File: config.mk
export PLATFORM = sky130hd
export DESIGN_NAME = comm_shadow_ctrl
export DESIGN_NICKNAME = d
export VERILOG_FILES = /design/src/rtl/comm_shadow_pkg.sv /design/src/rtl/comm_trig_edge.sv /design/src/rtl/comm_event_gen.sv /design/src/rtl/comm_chan_slot.sv /design/src/rtl/comm_shadow_ctrl.sv
export SDC_FILE = /design/constraint.sdc
export NUM_CORES = 1
export LEC_CHECK = 0
export ABC_AREA = 1
export BUFFER_PORTS_ARGS = -buffer_cell sky130_fd_sc_hd__buf_2
export CAP_MARGIN = 20
export CORE_ASPECT_RATIO = 1.1
export CORE_UTILIZATION = 50
export DETAILED_ROUTE_END_ITERATION = 10
export HOLD_SLACK_MARGIN = 0.03
export PLACE_DENSITY = 0.73
export SYNTH_ARGS = -nofsm -noshare
export SYNTH_HDL_FRONTEND = slang
export SYNTH_SLANG_ARGS = --single-unit
export TNS_END_PERCENT = 50
File: constraint.sdc
create_clock -name clk -period 2.6 [get_ports clk]
set_input_delay 0.13 -clock clk [delete_from_list [all_inputs] [get_ports clk]]
set_output_delay 0.13 -clock clk [all_outputs]
set_load 0.05 [all_outputs]
File: src/rtl/comm_shadow_pkg.sv
package comm_shadow_pkg;
    parameter int unsigned MODE_W = 3;

    typedef struct packed {
        logic              main_en;
        logic              comp_en;
        logic [MODE_W-1:0] mode;
    } ch_ctrl_t;

    typedef struct packed {
        ch_ctrl_t act;
        ch_ctrl_t shd;
    } slot_state_t;
endpackage

File: src/rtl/comm_trig_edge.sv
module comm_trig_edge (
    input  logic clk,
    input  logic rst_n,
    input  logic trig_i,
    output logic rise_o
);
    logic prev_d, prev_q;

    always_comb begin
        prev_d = trig_i;
        rise_o = trig_i & ~prev_q;
    end

    always_ff @(posedge clk) begin
        if (!rst_n) prev_q <= 1'b0;
        else        prev_q <= prev_d;
    end

    // a held level yields one pulse only
    p_single_rise_r6: assert property (@(posedge clk) disable iff (!rst_n)
        rise_o |=> !rise_o);
endmodule

File: src/rtl/comm_event_gen.sv
module comm_event_gen (
    input  logic clk,
    input  logic rst_n,
    input  logic stage_en_i,
    input  logic trig_upd_en_i,
    input  logic com_req_i,
    input  logic trig_rise_i,
    output logic xfer_o,
    output logic com_flag_o
);
    logic flag_d, flag_q;

    always_comb begin
        flag_d = com_req_i;
        xfer_o = stage_en_i & (com_req_i | (trig_upd_en_i & trig_rise_i));
    end

    always_ff @(posedge clk) begin
        if (!rst_n) flag_q <= 1'b0;
        else        flag_q <= flag_d;
    end

    assign com_flag_o = flag_q;

    p_flag_set_r8: assert property (@(posedge clk) disable iff (!rst_n)
        com_req_i |=> com_flag_o);
    p_flag_clear_r8: assert property (@(posedge clk) disable iff (!rst_n)
        !com_req_i |=> !com_flag_o);
    // no trigger path when trigger updates are off
    p_no_trig_xfer_r5: assert property (@(posedge clk) disable iff (!rst_n)
        (!trig_upd_en_i && !com_req_i) |-> !xfer_o);
endmodule

File: src/rtl/comm_chan_slot.sv
module comm_chan_slot
    import comm_shadow_pkg::*;
#(
    parameter bit HAS_COMP = 1'b1
) (
    input  logic     clk,
    input  logic     rst_n,
    input  logic     stage_en_i,
    input  logic     wr_i,
    input  ch_ctrl_t wr_val_i,
    input  logic     xfer_i,
    output ch_ctrl_t act_o
);
    slot_state_t st_d, st_q;

    generate
        if (HAS_COMP) begin : g_comp
            always_comb begin
                st_d = st_q;
                if (wr_i) begin
                    st_d.shd = wr_val_i;
                    if (!stage_en_i) st_d.act = wr_val_i;
                end
                if (xfer_i) st_d.act = st_d.shd;
            end

            // staged writes do not reach the live copy without an event
            p_stage_hold_r3: assert property (@(posedge clk) disable iff (!rst_n)
                (stage_en_i && !xfer_i) |=> $stable(act_o));
            // a transfer with no write publishes the staged value
            p_xfer_copy_r4: assert property (@(posedge clk) disable iff (!rst_n)
                (xfer_i && !wr_i) |=> act_o == $past(st_q.shd));
            // a write in a transfer cycle wins
            p_wr_wins_r9: assert property (@(posedge clk) disable iff (!rst_n)
                (xfer_i && wr_i) |=> act_o == $past(wr_val_i));
        end else begin : g_plain
            logic unused_inputs;
            assign unused_inputs = stage_en_i ^ xfer_i;
            always_comb begin
                st_d     = st_q;
                st_d.shd = '0;
                if (wr_i) st_d.act = wr_val_i;
            end

            // plain channels change only on a write
            p_plain_direct_r7: assert property (@(posedge clk) disable iff (!rst_n)
                !wr_i |=> $stable(act_o));
        end
    endgenerate

    always_ff @(posedge clk) begin
        if (!rst_n) st_q <= '0;
        else        st_q <= st_d;
    end

    assign act_o = st_q.act;

    // direct path when staging is off
    p_direct_r2: assert property (@(posedge clk) disable iff (!rst_n)
        (wr_i && !stage_en_i) |=> act_o == $past(wr_val_i));
endmodule

File: src/rtl/comm_shadow_ctrl.sv
module comm_shadow_ctrl
    import comm_shadow_pkg::*;
#(
    parameter int unsigned      NUM_CH   = 4,
    parameter logic [NUM_CH-1:0] HAS_COMP = 4'b0111,
    localparam int unsigned     CH_W     = (NUM_CH > 1) ? $clog2(NUM_CH) : 1
) (
    input  logic                     clk,
    input  logic                     rst_n,
    input  logic                     stage_en_i,
    input  logic                     trig_upd_en_i,
    input  logic                     wr_en_i,
    input  logic [CH_W-1:0]          wr_ch_i,
    input  logic                     wr_main_i,
    input  logic                     wr_comp_i,
    input  logic [MODE_W-1:0]        wr_mode_i,
    input  logic                     com_req_i,
    input  logic                     trig_i,
    output logic [NUM_CH-1:0]        act_main_o,
    output logic [NUM_CH-1:0]        act_comp_o,
    output logic [NUM_CH*MODE_W-1:0] act_mode_o,
    output logic                     com_flag_o
);
    logic     trig_rise;
    logic     xfer;
    ch_ctrl_t wr_val;

    assign wr_val = '{main_en: wr_main_i, comp_en: wr_comp_i, mode: wr_mode_i};

    comm_trig_edge u_edge (
        .clk    (clk),
        .rst_n  (rst_n),
        .trig_i (trig_i),
        .rise_o (trig_rise)
    );

    comm_event_gen u_evt (
        .clk           (clk),
        .rst_n         (rst_n),
        .stage_en_i    (stage_en_i),
        .trig_upd_en_i (trig_upd_en_i),
        .com_req_i     (com_req_i),
        .trig_rise_i   (trig_rise),
        .xfer_o        (xfer),
        .com_flag_o    (com_flag_o)
    );

    for (genvar k = 0; k < NUM_CH; k++) begin : g_ch
        logic     wr_hit;
        ch_ctrl_t act;

        assign wr_hit = wr_en_i && (wr_ch_i == CH_W'(k));

        comm_chan_slot #(.HAS_COMP(HAS_COMP[k])) u_slot (
            .clk        (clk),
            .rst_n      (rst_n),
            .stage_en_i (stage_en_i),
            .wr_i       (wr_hit),
            .wr_val_i   (wr_val),
            .xfer_i     (xfer),
            .act_o      (act)
        );

        assign act_main_o[k]                  = act.main_en;
        assign act_comp_o[k]                  = act.comp_en;
        assign act_mode_o[k*MODE_W +: MODE_W] = act.mode;
    end

    // cleared state right after reset
    p_reset_clear_r1: assert property (@(posedge clk)
        !rst_n |=> (act_main_o == '0 && act_comp_o == '0 && act_mode_o == '0 && !com_flag_o));
endmodule

# Yosys cells after proc, flatten, opt, wreduce, memory -nomap -nowiden
# Index checks and enable logic that the tools add are counted.
totals:
  regBits: 37
  in_bits: 14
  out_inout_bits: 21
  word_cells: 50
classes:
  eq_ne: 4
  mux: 7
  n_bitwise: 5
  reduce_logical: 11
ops:
  columns: ["cell", "count"]
  rows:
  - ["$mux 10", 3]
  - ["$mux 5", 4]
  - ["$reduce_and 2->1", 3]
  - ["$reduce_bool 2->1", 3]
  - ["$eq 2x2->1 const B", 2]
  - ["$logic_and 1x1->1", 4]
  - ["$and 1x1->1", 3]
  - ["$eq 2x1->1 const B", 1]
  - ["$logic_not 2->1", 1]
  - ["$ne 2x1->1 const B", 1]
  - ["$not 1->1", 1]
  - ["$or 1x1->1", 1]

# Longest topological paths before layout
logic_depth:
  depth_word: 7
  ltp_mapped: 8
  mapped_depth_nobuf: 7

# Cells and area by module
# A second synthesis with hierarchy kept.
hier_totals:
  hier_cells: 222
  area_unflattened_um2: 1652.8
by_module_without_submodules:
  columns: ["mod", "instances", "cells_each", "area_each_um2", "seq_area_each_um2"]
  rows:
  - ["comm_chan_slot (g_ch[0].u_slot ...)", 3, 57, 444.2, 200.2]
  - ["comm_chan_slot (g_ch[3].u_slot)", 1, 31, 205.2, 100.1]
  - ["comm_event_gen", 1, 7, 47.5, 20.0]
  - ["comm_trig_edge", 1, 5, 37.5, 20.0]
  - ["comm_shadow_ctrl", 1, 8, 30.0, 0.0]

# Worst setup path before layout
# Ideal clock, no wire load.
synth_timing:
  kind: "reg2reg"
  from: "register u_edge.prev_q"
  to: "register g_ch[0].u_slot.st_q (netlist bit g_ch[0].u_slot.act_o[2])"
  setup_ns: 0.113
  arrival_time_ns: 0.916
  required_ns: 2.487
  slack_ns: 1.571
  path_stages_with_launch: 9
  n_path_buf: 1
  period_less_slack_ns: 1.029
  cell_sequence: "dfxtp_1 inv_1 nand3_1 nand2_1 nand2_1 clkbuf_1 nand2_1 nand2_1 nand2_1"
synth_via:
  elab_chain_cells: 7
  word_cells_on_any_way: 9
  cone_classes: "eq/ne (1); mux (1); bitwise (5); reduce/logical (2)"
synth_lines:
  columns: ["element", "line", "rtl"]
  rows:
  - ["start, declared", "comm_trig_edge.sv:7", "logic prev_d, prev_q;"]
  - ["start signal, assigned", "comm_trig_edge.sv:16", "else prev_q <= prev_d;"]
  - ["$not 1->1 *", "comm_trig_edge.sv:11", "rise_o = trig_i & ~prev_q;"]
  - ["$and 1x1->1 *", "comm_trig_edge.sv:11", null]
  - ["$and 1x1->1 *", "comm_event_gen.sv:15", "xfer_o = stage_en_i & (com_req_i | (trig_upd_en_i & trig_rise_i));"]
  - ["$or 1x1->1 *", "comm_event_gen.sv:15", null]
  - ["$and 1x1->1 *", "comm_event_gen.sv:15", null]
  - ["$ne 2x1->1 (no line) / $reduce_bool 2->1 (equally long branches)", null, null]
  - ["$reduce_and 2->1 (no line)", null, null]
  - ["end signal, assigned", "comm_chan_slot.sv:53", "else st_q <= st_d;"]
  - ["end, declared", "comm_chan_slot.sv:14", "slot_state_t st_d, st_q;"]
# Every way passes the cells marked *; elsewhere a longest branch is shown, timed or not.
# A chain may end at the register's enable or synchronous reset.

# Final worst setup path
layout_timing:
  from: "register u_edge.prev_q"
  to: "register g_ch[1].u_slot.st_q (netlist bit g_ch[1].u_slot.act_o[3])"
layout_via:
  elab_chain_cells: 7
  word_cells_on_any_way: 9
  cone_classes: "eq/ne (1); mux (1); bitwise (5); reduce/logical (2)"
layout_lines:
  columns: ["element", "line"]
  rows:
  - ["$not 1->1 *", "comm_trig_edge.sv:11"]
  - ["$and 1x1->1 *", "comm_trig_edge.sv:11"]
  - ["$and 1x1->1 *", "comm_event_gen.sv:15"]
  - ["$or 1x1->1 *", "comm_event_gen.sv:15"]
  - ["$and 1x1->1 *", "comm_event_gen.sv:15"]
  - ["$ne 2x1->1 (no line) / $reduce_bool 2->1 (equally long branches)", null]
  - ["$reduce_and 2->1 (no line)", null]
  - ["end signal, assigned", "comm_chan_slot.sv:53"]
  - ["end, declared", "comm_chan_slot.sv:14"]
# Marked as above.

==> summary.txt <==
Clocking
  – Clk slew on worst S/H paths: 0.07 ns
  – Cts repair resizes: 0
  – Root Buffer: clkbuf_8
  – Setup repair bufs after CTS: 0
  – H-Tree Depth: 2
  – Clock sink count: 37
  – Clock buffer count from CTS: 5
  – TritonCTS clock tree: built
  – # hold bufs at CTS: 0
  – Clk_lat worst skew: 0.29 ns
  – Clock Tree Buf Depth: 2

Route
  – Vias per cell: 4.565
  – Routed WL: 3485 um
  – Initial DRC count: 59
  – Drt pass-1 iters: 5
  – Routed WL per cell: 10.47 um
  – Antenna-violating nets left: 0
  – Drt drc: 0
  – Vias: 1,520

Global routing
  – First-pass GRT wire length: 6120 um
  – Total grt overflow: 0
  – Overall routing resource usage: 20.36%
  – Vias in the first global route: 1,396
  – Maximum number of pins on one net before global-route repair: 38
  – Initial antenna violation count: 0

Yosys
  – Warnings, synthesis: 0
  – Netlist cell types: 21
  – Synth top area share: 39.08%
  – Post-synthesis sequential area ratio: 39.08%
  – Async set-reset flop share out of synthesis: 0%
  – Predominant post-synthesis flop cell: dfxtp_1
  – #FFs+latches synth: 37
  – Synth area leader: dfxtp_1
  – Post-synth net total: 281
  – Cells after Synth: 267
  – Synth area leaders: dfxtp_1 (39%), nand2_1 (19%), buf_4 (7.1%)
  – Most frequent cells after synthesis: nand2_1 (98), dfxtp_1 (37), inv_1 (26)
  – Synthesized area per cell: 7.100 um^2
  – Synthesized area: 0.001896 mm^2
  – Most frequent cell after synthesis: nand2_1
  – Number of synthesized flops with an enable pin: 0

Worst setup path
  – Kind of critical path: reg2reg
  – Critical Path Most Common Cell: nand2_1
  – Critical path startpoint category: flop
  – Crit path to: g_ch[1].u_slot.act_o[3]
  – Critical path depth: 7
  – Worst r2r dst: g_ch[1].u_slot.act_o[3]
  – Slowest cell delay on critical path: 0.67 ns
  – CP max FO: 30
  – Beginning of the critical path: u_edge.prev_q
  – CP cell instances: inv_1 -> nand3_1 -> nand2_1 -> nand2_1 -> nand2_1 -> nand2_1 -> nand2_1
  – CP Data Arrival Time: 1.68 ns
  – Slowest CP cell: nand2_1
  – WP buf/inv: 1
  – CP top delay family: simple AND/OR/NAND/NOR gates
  – Req. time, crit path: 2.78 ns
  – FF-to-FF Start: u_edge.prev_q
  – R2r setup slk: 1.10 ns
  – Worst R2R Path Depth: 7
  – Critical Path End Type: flop

Place
  – Post-DP HPWL: 2241 um
  – Pre-CTS setup slack: 1.101 ns
  – Routability cong.: 0.7666
  – Port Buf Inserts: 34

Status
  – Status: finished, final reports clean

Floorplan
  – Top Ports: 35
  – Die Ht: 66.58 um
  – Initial Util: 52.28%
  – Core area: 0.003626 mm^2
  – Total die area: 0.004041 mm^2
  – Die Width: 60.71 um
  – # rows: 23

Final layout
  – Diodes inserted: 0
  – Fraction of layout cells with a size suffix above 1: 21.55%
  – # nets final: 296
  – Area Growth Syn to Fin: 6.865%

Pwr
  – Pwr dens: 581.4 mW/mm^2
  – Leak Pwr: 1.049 nW
  – Peak supply drop: 0.0003288 V

STA
  – Post-route setup slack: 1.101 ns
  – Crit share post-route: 57.65%
  – Slew margin rel.: 38.22%
  – Unrepaired setup endpoints after global routing: false
  – Max Slew Vio Count: 0
  – Hold Slack: 0.03264 ns
  – Worst slew pin tran: 0.9244 ns
  – Tmin final: 1.499 ns
  – Worst Skew: 0.002063 ns
  – Final hold vios: 0
  – Final Setup Violations: 0
  – Setup TNS: 0 ns
  – Fmax: 667.1 MHz

Worst hold path
  – Type of the most critical hold path: in2reg

Flow run
  – # Max-Cap Violations: 0
==> routing by layer <==
layer / vias up / routed length [um] / track usage, %
met5: - / 0 / 0
met4: 0 / 54 / 7.102
met3: 7 / 198 / 5.243
met2: 40 / 1517 / 33.79
met1: 637 / 1715 / 25.12
li1: 836 / - / -
==> worst min path at each step <==
stage / to / cells past startpoint / startpoint
global placement: u_evt.com_flag_o / 3 / com_req_i
CTS: u_edge.prev_q / 3 / trig_i
detailed placement: u_edge.prev_q / 3 / trig_i
global route: u_edge.prev_q / 3 / trig_i
floorplan: u_edge.prev_q / 2 / trig_i
finish: u_edge.prev_q / 3 / trig_i
==> cells in the final DEF, fill, tap and decap left out, drive strengths merged <==
cell type / netlist / layout
nand3: 15 / 15
nor2: 33 / 33
clkbuf: 3 / 8
nand3b: 15 / 15
o21ai: 5 / 5
a21oi: 5 / 5
clkinv: 1 / 1
buf: 23 / 34
dfxtp: 37 / 37
nand2: 99 / 99
nand4: 5 / 5
inv: 26 / 26
==> per-stage QoR <==
step	total power (W)	cells	area (um^2)	util [%]
2_1_floorplan	0.0007791	267	1896	-
3_3_place_gp	0.0008053	325	1946	53.66
3_5_place_dp	0.0008070	325	1946	53.66
4_1_cts	0.001187	333	2026	55.87
5_1_grt	0.001232	333	2026	55.87
6_report	0.001178	333	2026	55.87
==> power breakdown <==
part / switching (W) / total [W] / internal, W
clock: 0.000194 / 0.000384 / 0.000190
combinational: 0.000143 / 0.000191 / 0.0000484
sequential: 0.00000892 / 0.000603 / 0.000594
total: 0.000345 / 0.00118 / 0.000833
==> logic make-up (layout without fill, tap and decap cells) <==
family	after synthesis	after routing	share of synthesized area, %
buffers and inverters	53	69	14.98
AO/OA/AOI/OAI	10	10	2.640
AND/OR/NAND/NOR	167	167	43.30
flip-flops	37	37	39.08
==> registers in the layout, indices dropped and copies added, names as in the netlist <==
register	count
g_ch.u_slot.act_o	20
g_ch.u_slot.st_q	15
u_edge.prev_q	1
u_evt.com_flag_o	1
==> tightest hold or removal path: stages <==
cell,delay (ns)
buf_2,0.08
nand2_1,0.04
inv_1,0.04
==> final cells by class <==
class / instances / area, um^2
Clock buffer: 8 / 80.08
Sequential cell: 37 / 740.7
Timing Repair Buffer: 34 / 170.2
Tap cell: 50 / 62.56
Fill cell: 391 / 1600
Multi-Input combinational cell: 177 / 870.8
Inverter: 27 / 101.3
(Power assumes the default switching activity.)
